==> config.mk <==
export PLATFORM = sky130hd
export DESIGN_NAME = irq_state_bank
export DESIGN_NICKNAME = d
export VERILOG_FILES = /design/src/rtl/irq_state_bank.sv
export SDC_FILE = /design/constraint.sdc
export NUM_CORES = 2
export LEC_CHECK = 0
export BUFFER_PORTS_ARGS = -buffer_cell sky130_fd_sc_hd__buf_2
export CORE_ASPECT_RATIO = 1.2
export CORE_UTILIZATION = 30
export CTS_CLUSTER_SIZE = 30
export DETAILED_ROUTE_END_ITERATION = 10
export MAX_ROUTING_LAYER = met4
export PLACE_DENSITY = 0.57
export SYNTH_ARGS = -nofsm -noshare
export SYNTH_HDL_FRONTEND = slang
export SYNTH_SLANG_ARGS = --single-unit
==> constraint.sdc <==
create_clock -name clk -period 2.7 [get_ports clk]
set_input_delay 0.54 -clock clk [delete_from_list [all_inputs] [get_ports clk]]
set_output_delay 0.54 -clock clk [all_outputs]
set_load 0.01 [all_outputs]
==> src/rtl/irq_state_bank.sv <==
module irq_state_bank #(
  parameter int NUM_IRQ   = 64,
  parameter int PRIO_BITS = 5
) (
  input  logic                 clk,
  input  logic                 rst_n,
  input  logic                 req_valid,
  input  logic                 req_write,
  input  logic [1:0]           req_size,
  input  logic [11:0]          req_addr,
  input  logic [31:0]          req_wdata,
  output logic                 rd_valid,
  output logic [31:0]          rd_data,
  input  logic [NUM_IRQ-1:0]   irq_line,
  output logic [NUM_IRQ-1:0]   irq_pending,
  output logic [NUM_IRQ-1:0]   irq_enable,
  output logic [NUM_IRQ*8-1:0] irq_prio
);
  localparam int IW = (NUM_IRQ > 1) ? $clog2(NUM_IRQ) : 1;
  localparam logic [7:0] PRIO_MASK = 8'(8'hFF << (8 - PRIO_BITS));
  localparam logic [NUM_IRQ-1:0] EDGE_RST = NUM_IRQ'(32'h0000_FFFF);

  logic [NUM_IRQ-1:0] en_q, pd_q, ac_q, edge_q, line_q;
  logic [NUM_IRQ-1:0][7:0] prio_q;
  logic [NUM_IRQ-1:0] en_s, en_c, pd_s, pd_c, ac_s, ac_c, pr_we, cf_we, cf_d, bhit;
  logic [3:0]  lanes;
  logic [31:0] bmask, wdm, rw;
  logic [1:0]  region;
  logic [2:0]  bsel;
  logic        wr_ok;

  assign region = req_addr[11:10];
  assign bsel   = req_addr[9:7];

  always_comb begin
    case (req_size)
      2'd0:    lanes = 4'b0001 << req_addr[1:0];
      2'd1:    lanes = req_addr[0] ? 4'b0000 : (4'b0011 << req_addr[1:0]);
      2'd2:    lanes = (req_addr[1:0] != 2'd0) ? 4'b0000 : 4'b1111;
      default: lanes = 4'b0000;
    endcase
  end

  assign bmask = {{8{lanes[3]}}, {8{lanes[2]}}, {8{lanes[1]}}, {8{lanes[0]}}};
  assign wdm   = req_wdata & bmask;
  assign wr_ok = req_valid && req_write && (lanes != 4'b0000);

  for (genvar i = 0; i < NUM_IRQ; i++) begin : g_irq
    localparam int BW = i / 32;
    localparam int BB = i % 32;
    localparam int PW = i / 4;
    localparam int PB = i % 4;
    localparam int CW = i / 16;
    localparam int CB = i % 16;

    assign bhit[i]  = wr_ok && (region == 2'd0) && (req_addr[6:2] == 5'(BW)) && wdm[BB];
    assign en_s[i]  = bhit[i] && (bsel == 3'd0);
    assign en_c[i]  = bhit[i] && (bsel == 3'd1);
    assign pd_s[i]  = bhit[i] && (bsel == 3'd2);
    assign pd_c[i]  = bhit[i] && (bsel == 3'd3);
    assign ac_s[i]  = bhit[i] && (bsel == 3'd4);
    assign ac_c[i]  = bhit[i] && (bsel == 3'd5);
    assign pr_we[i] = wr_ok && (region == 2'd1) && (req_addr[9:2] == 8'(PW)) && lanes[PB];

    if (i >= 32) begin : g_shared
      assign cf_we[i] = wr_ok && (region == 2'd2) && (req_addr[9:2] == 8'(CW)) && lanes[CB/4];
      assign cf_d[i]  = req_wdata[2*CB+1];
    end else begin : g_private
      assign cf_we[i] = 1'b0;
      assign cf_d[i]  = 1'b0;
    end
  end

  always_ff @(posedge clk) begin
    if (!rst_n) begin
      en_q   <= '0;
      pd_q   <= '0;
      ac_q   <= '0;
      edge_q <= EDGE_RST;
      line_q <= '0;
      prio_q <= '0;
    end else begin
      en_q   <= (en_q & ~en_c) | en_s;
      ac_q   <= (ac_q & ~ac_c) | ac_s;
      pd_q   <= (pd_q & ~pd_c) | pd_s | (irq_line & ~line_q & edge_q);
      edge_q <= (edge_q & ~cf_we) | (cf_d & cf_we);
      line_q <= irq_line;
      for (int i = 0; i < NUM_IRQ; i++)
        if (pr_we[i]) prio_q[i] <= req_wdata[(i%4)*8 +: 8] & PRIO_MASK;
    end
  end

  assign irq_pending = pd_q | (irq_line & ~edge_q);
  assign irq_enable  = en_q;
  assign irq_prio    = prio_q;

  always_comb begin
    logic [12:0] id;
    rw = '0;
    id = '0;
    case (region)
      2'd0: for (int j = 0; j < 32; j++) begin
        id = 13'({req_addr[6:2], 5'(j)});
        if (id < 13'(NUM_IRQ))
          case (bsel)
            3'd0, 3'd1: rw[j] = en_q[id[IW-1:0]];
            3'd2, 3'd3: rw[j] = irq_pending[id[IW-1:0]];
            3'd4, 3'd5: rw[j] = ac_q[id[IW-1:0]];
            default:    rw[j] = 1'b0;
          endcase
      end
      2'd1: for (int k = 0; k < 4; k++) begin
        id = 13'({req_addr[9:2], 2'(k)});
        if (id < 13'(NUM_IRQ)) rw[k*8 +: 8] = prio_q[id[IW-1:0]];
      end
      2'd2: for (int k = 0; k < 16; k++) begin
        id = 13'({req_addr[9:2], 4'(k)});
        if (id < 13'(NUM_IRQ)) rw[2*k+1] = edge_q[id[IW-1:0]];
      end
      default: rw = '0;
    endcase
  end

  always_ff @(posedge clk) begin
    if (!rst_n) begin
      rd_valid <= 1'b0;
      rd_data  <= '0;
    end else begin
      rd_valid <= req_valid && !req_write;
      rd_data  <= (req_valid && !req_write) ? (rw & bmask) : 32'd0;
    end
  end
endmodule

== Word-level counts from Yosys, hierarchy flattened ==
Cells that the tools add are included.

* Flip-flop bits (word level): 673
* Input port bits: 114
* Output and inout port bits: 673
* Logic and storage cells: 1133

* $lt $le $gt $ge: 104
* Equal/unequal tests: 25
* Shift-type cells: 2
* Muxes and demuxes: 351
* Bitwise operators: 22
* Reductions and logical operators: 558

{| class="wikitable"
|+ Operators with widths
! kind !! count
|-
| 1-bit logical AND || 546
|-
| 64-bit bitwise AND || 8
|-
| 64-bit inverter || 6
|-
| 64-bit OR || 6
|-
| 6-bit by 7-bit < comparator with 1-bit output (second input constant) || 52
|-
| 10-bit by 7-bit < comparator with 1-bit output (second input constant) || 36
|-
| 1-bit two-way mux || 256
|-
| 12-bit by 7-bit < comparator with 1-bit output (second input constant) || 16
|-
| 1-bit one-hot mux with 3 select lines || 48
|-
| 8-bit binary-select mux with 4-bit select || 4
|-
| 32-bit bitwise AND || 2
|-
| 8-bit by 4-bit == test with 1-bit output (second input constant) || 8
|-
| 8-bit two-way mux || 8
|-
| 1-bit binary-select mux with 2-bit select || 16
|-
| 8-bit by 3-bit == test with 1-bit output (second input constant) || 4
|-
| 1-bit one-hot mux with 2 select lines || 16
|-
| 8-bit by 2-bit == test with 1-bit output (second input constant) || 2
|-
| 4-bit one-hot mux with 3 select lines || 1
|-
| 8-bit by 1-bit == test with 1-bit output (second input constant) || 1
|-
| 8-bit zero test || 1
|-
| 4-bit two-way mux || 2
|-
| 3-bit by 2-bit == test with 1-bit output (second input constant) || 2
|-
| 3-bit == test (second input constant) || 2
|-
| 2-bit OR reduction || 3
|-
| 13 further kinds || 16
|}

== Depth between registers and ports, before layout ==
* Word-level depth: 13
* Gate-level depth with buffers: 10
* Gate-level depth less buffers: 5

== Least setup slack after synthesis ==
OpenSTA, ideal clock, no wires.

* Path kind: input port to flip-flop
* Start point: input req_addr[3]
* End point: register en_q[63] (netlist: irq_enable[63])
* Library setup time: 132 ps
* Arrival: 2352 ps
* Required time: 2568 ps
* Setup slack: 217 ps
* Stages on the path: 8
* Path buffers: 3
* Cell sequence: buf_6 > or3_1 > or4_4 > or3_1 > clkbuf_1 > buf_2 > o211ai_1 > o31ai_1

* Word-level cells in the longest chain between the ends: 7
* Elaborated cells between the ends (all ways): 8
* Classes of those cells: eq/ne (1); bitwise (3); reduce/logical (4)

{| class="wikitable"
|+ Ends and longest elaborated chain
! what !! line !! RTL
|-
| start, declared || 10 || <nowiki>input logic [11:0] req_addr,</nowiki>
|-
| 5-bit by 1-bit == test with 1-bit output * || 56 || <nowiki>assign bhit[i] = wr_ok && (region == 2'd0) && (req_addr[6:2] == 5'(BW)) && wdm[BB];</nowiki>
|-
| 1-bit logical AND * (2 in series) || 56 ||
|-
| 1-bit logical AND || 58 || <nowiki>assign en_c[i] = bhit[i] && (bsel == 3'd1);</nowiki>
|-
| 64-bit inverter || 83 || <nowiki>en_q <= (en_q & ~en_c) | en_s;</nowiki>
|-
| 64-bit bitwise AND || 83 ||
|-
| 64-bit OR * || 83 ||
|-
| end signal, assigned || 83 ||
|-
| end, declared || 23 || <nowiki>logic [NUM_IRQ-1:0] en_q, pd_q, ac_q, edge_q, line_q;</nowiki>
|}

Mark *: on every way between the ends. The rest lies on a longest branch, timed or not.
A chain may end at the register's enable or synchronous reset.

== Worst setup path after layout ==
* Start point: input req_addr[2]
* End point: register rd_data[19]

* Word-level cells in the longest chain between the ends: 6
* Elaborated cells between the ends (all ways): 19
* Classes of those cells: order compare (3); mux (15); bitwise (1)

{| class="wikitable"
|+ Ends and longest elaborated chain
! what !! line !! RTL
|-
| branches (longest 4 deep; another with 12-bit by 7-bit < comparator with 1-bit output) || -- ||
|-
| 1-bit one-hot mux with 3 select lines * || 101 || <nowiki>case (region)</nowiki>
|-
| 32-bit bitwise AND * || 130 || <nowiki>rd_data <= (req_valid && !req_write) ? (rw & bmask) : 32'd0;</nowiki>
|-
| end signal, assigned || 130 ||
|-
| end, declared || 13 || <nowiki>output logic [31:0] rd_data,</nowiki>
|}

Every way passes the cells marked *. The select of a mux whose other input is x is not followed.

==> impl_metrics.prom <==
# TYPE chip_impl_metric gauge
chip_impl_metric{name="smallest_hold_slack",unit="ns"} 0.133
chip_impl_metric{name="fin_cells",unit=""} 5352
chip_impl_metric{name="finalSetupViolCount",unit=""} 0
chip_impl_metric{name="final-hold-violation-count",unit=""} 0
chip_impl_info{name="cts_root_buf",value="clkbuf_16"} 1
chip_impl_metric{name="fin_util",unit="%"} 37.9
chip_impl_metric{name="slew_worst_pin",unit="ns"} 0.889
chip_impl_metric{name="number_of_enable_flip_flop_cells_after_synthesis",unit=""} 0
chip_impl_metric{name="timing.max_cap.violations",unit=""} 0
chip_impl_metric{name="synth_adder_area_share",unit="%"} 0
chip_impl_metric{name="synth-seq-cells",unit=""} 625
chip_impl_metric{name="cp_data_required_time",unit="ns"} 3.12
chip_impl_metric{name="synth_simple_gate_area_share",unit="%"} 15.7
chip_impl_metric{name="routed_wirelength",unit="um"} 137000
chip_impl_metric{name="route.detailed.wl_per_inst",unit="um"} 25.5
chip_impl_metric{name="grt_max_degree",unit=""} 206
chip_impl_metric{name="post_dr_vias_cell",unit=""} 5.22
chip_impl_info{name="regToRegEndpoint",value="rd_data[22]"} 1
chip_impl_metric{name="post-layout-total-power",unit="W"} 0.0210
chip_impl_metric{name="die_span_y",unit="um"} 351
chip_impl_metric{name="drt_first_iter_violations",unit=""} 2022
chip_impl_info{name="netlist_top_cells_count",value="625 x dfxtp_1, 426 x nand2_1, 276 x mux2i_1, 226 x o21ai_0, 208 x buf_4"} 1
chip_impl_metric{name="place.port_buffers",unit=""} 594
chip_impl_metric{name="netlist-cell-type-count",unit=""} 65
chip_impl_metric{name="globalplace.congestion",unit=""} 0.896
chip_impl_metric{name="layout-drive-gt1-share",unit="%"} 27.5
chip_impl_metric{name="post-dp-hpwl",unit="um"} 103000
chip_impl_metric{name="h-tree-depth",unit=""} 3
chip_impl_metric{name="detail_route.drc_violations",unit=""} 0
chip_impl_metric{name="maxClockFrequency",unit="MHz"} 424
chip_impl_info{name="worst_setup_path_endpoint",value="rd_data[19]"} 1
chip_impl_metric{name="syn-mean-instance-area",unit="um2"} 9.10
chip_impl_metric{name="syn_area",unit="um2"} 30400
chip_impl_metric{name="slew_headroom",unit="%"} 40.7
chip_impl_metric{name="ctsResizeCount",unit=""} 0
chip_impl_metric{name="post-route-period-util",unit="%"} 87.3
chip_impl_metric{name="post_synth_xor_area_fraction",unit="%"} 0.0577
chip_impl_info{name="startpoint_type",value="primary input"} 1
chip_impl_metric{name="synthCells",unit=""} 3337
chip_impl_metric{name="yosysTopAreaCellShare",unit="%"} 41.2
chip_impl_metric{name="p_per_area",unit="nW/um2"} 553
chip_impl_info{name="ys.flop_type",value="dfxtp_1"} 1
chip_impl_metric{name="drt_first_pass_iters",unit=""} 6
chip_impl_metric{name="post-place-cells",unit=""} 5214
chip_impl_metric{name="slew_viol_final",unit=""} 0
chip_impl_metric{name="setup-tns-final",unit="ns"} 0
chip_impl_info{name="synth_top_cell_by_area",value="dfxtp_1"} 1
chip_impl_metric{name="rrSetupSlack",unit="ns"} 0.71
chip_impl_metric{name="cts.hold.buffers_added",unit=""} 0
chip_impl_info{name="hold_path.startpoint",value="irq_line[1]"} 1
chip_impl_metric{name="cts_inserted_buffers",unit=""} 72
chip_impl_metric{name="synth_async_sr_flop_share",unit="%"} 0
chip_impl_metric{name="clock_sinks",unit=""} 625
chip_impl_metric{name="route.vias.total",unit=""} 28000
chip_impl_metric{name="grt_pass1_vias",unit=""} 26700
chip_impl_metric{name="worst_setup_hold_path_clk_slew",unit="ns"} 0.06
chip_impl_metric{name="die_x",unit="um"} 292
chip_impl_info{name="status",value="completed"} 1
chip_impl_info{name="worst_r2r_startpoint",value="irq_prio[438]"} 1
chip_impl_metric{name="detail-route-antenna-nets",unit=""} 0
chip_impl_info{name="worstHoldPathType",value="in2reg"} 1
chip_impl_metric{name="hold_depth",unit=""} 2
chip_impl_metric{name="worst-path-max-fanout",unit=""} 28
chip_impl_metric{name="yosysSeqAreaShare",unit="%"} 41.2
chip_impl_info{name="synth_top_family_by_area",value="compound AO/OA/AOI/OAI gates"} 1
chip_impl_metric{name="synth-compound-area-share",unit="%"} 18.6
chip_impl_metric{name="nets",unit=""} 4112
chip_impl_metric{name="initial_utilization",unit="%"} 30.3
chip_impl_metric{name="number_of_buffers_between_clock_root_and_the_deepest_sink",unit=""} 3
chip_impl_metric{name="synth.yosys.warnings",unit=""} 0
chip_impl_metric{name="fp-row-count",unit=""} 127
chip_impl_metric{name="clkLatencyLatePin",unit="ns"} 0.63
chip_impl_metric{name="peakVddDrop",unit="mV"} 0.436
chip_impl_metric{name="post-cts-setup-buffers",unit=""} 0
chip_impl_metric{name="fin_crit",unit="ns"} 2.36
chip_impl_metric{name="synthMuxAreaShare",unit="%"} 15.2
chip_impl_metric{name="skew",unit="ns"} 0.0213
chip_impl_info{name="tritoncts",value="built"} 1
chip_impl_info{name="synthMostInstantiatedCell",value="dfxtp_1"} 1
chip_impl_info{name="rsz0062_at_grt",value="false"} 1
chip_impl_info{name="critical_path_class",value="in2reg"} 1
chip_impl_metric{name="p_leak",unit="nW"} 15.4
chip_impl_metric{name="core_area",unit="um2"} 100000
chip_impl_metric{name="worstPathArrival",unit="ns"} 2.77
chip_impl_metric{name="initial_antenna_violation_count",unit=""} 13
chip_impl_metric{name="syn_to_final_growth",unit="%"} 24.9
chip_impl_metric{name="timing.reg2reg.worst_path_depth",unit=""} 5
chip_impl_metric{name="grt_overflow",unit=""} 0
chip_impl_info{name="crit_start",value="req_addr[2]"} 1
chip_impl_metric{name="grt_use_total",unit="%"} 26.4
chip_impl_info{name="worstSetupEndpointType",value="flip-flop"} 1
chip_impl_metric{name="top_level_ports",unit=""} 787
chip_impl_info{name="synth.area.top_cells",value="dfxtp_1 41%, mux2i_1 9.1%, mux4_2 5.9%, nand2_1 5.3%, buf_4 5.1%"} 1
chip_impl_metric{name="die_area",unit="um2"} 103000
chip_impl_metric{name="first_pass_grt_wire_length",unit="um"} 193000
[report_power, final]
group	internal [W]	leakage, nW	total, W	switching (W)
Sequential	0.00928	5.05	0.00930	0.0000247
Clock	0.00572	1.17	0.00999	0.00428
Combinational	0.000493	9.16	0.00169	0.00120
[layout make-up]
type                    count  area, um2
diodes                     12       30.0
well taps                1290       1610
clock inverters            22        240
multi-input cells        2387      15900
repair buffers            860       5370
flip-flops and latches    625      12500
clock buffers             104       2130
inverters                  52        195
fillers                 10200      62200
[flip-flops by register name, summed over array words and instances, names as in the netlist, named ones only]
name        cells
ac_q           64
irq_enable     64
irq_prio      320
line_q         48
pd_q           64
rd_data        32
rd_valid        1
[kinds of logic (layout without fill, tap and decap cells)]
| logic type | count (synthesis) | in the layout |
|---|---|---|
| AOI/OAI and AO/OA | 850 | 850 |
| xor gates and xnor gates | 2 | 2 |
| buffers and inverters | 516 | 1038 |
| DFF | 625 | 625 |
| muxes | 362 | 362 |
| other | 1 | 204 |
| and+or+nand+nor | 981 | 981 |
[worst max-delay path, stage by stage]
cell and delay [ns]:
buf_8 0.29, buf_4 0.26, buf_4 0.20, mux4_2 0.51
a22oi_1 0.20, a21o_1 0.38, a31oi_1 0.32
[per-stage QoR]
step | cell area [um2] | worst slack, ns
after floorplan | 31100 | 0.217
after global placement | 35500 | -0.330
after detailed placement | 35500 | -0.271
after CTS | 37900 | 0.395
after global routing | 37900 | 0.294
final | 38000 | 0.342
[metal layers]
metal | global-route usage [%] | vias up | routed length [um]
met2 | 45.2 | 1195 | 68200
met3 | 5.42 | 210 | 9430
li1 | - | 12800 | -
met5 | - | - | 0
met1 | 30.8 | 13700 | 54500
met4 | 8.64 | 0 | 4380
[layout by cell type, fill, tap and decap left out, types with 80 or more instances in the layout]
master,netlist,final
dfxtp_1,625,625
buf_2,26,590
nand2_1,426,425
mux2i_1,276,276
buf_4,208,238
o21ai_0,226,226
conb_1,1,192
o31ai_1,169,169
nor2_1,120,119
nand3_1,117,117
a21boi_0,116,116
and2_1,115,115
nor2b_1,83,80
mux4_2,80,80
[worst min path at each step]
stage          slack, ns          to
5_1_grt             0.11  line_q[11]
6_report            0.13   line_q[1]
3_3_place_gp        0.44    pd_q[26]
4_1_cts             0.09   line_q[1]
3_5_place_dp        0.45    pd_q[19]
2_1_floorplan       0.43    pd_q[16]
(Power assumes the default switching activity.)
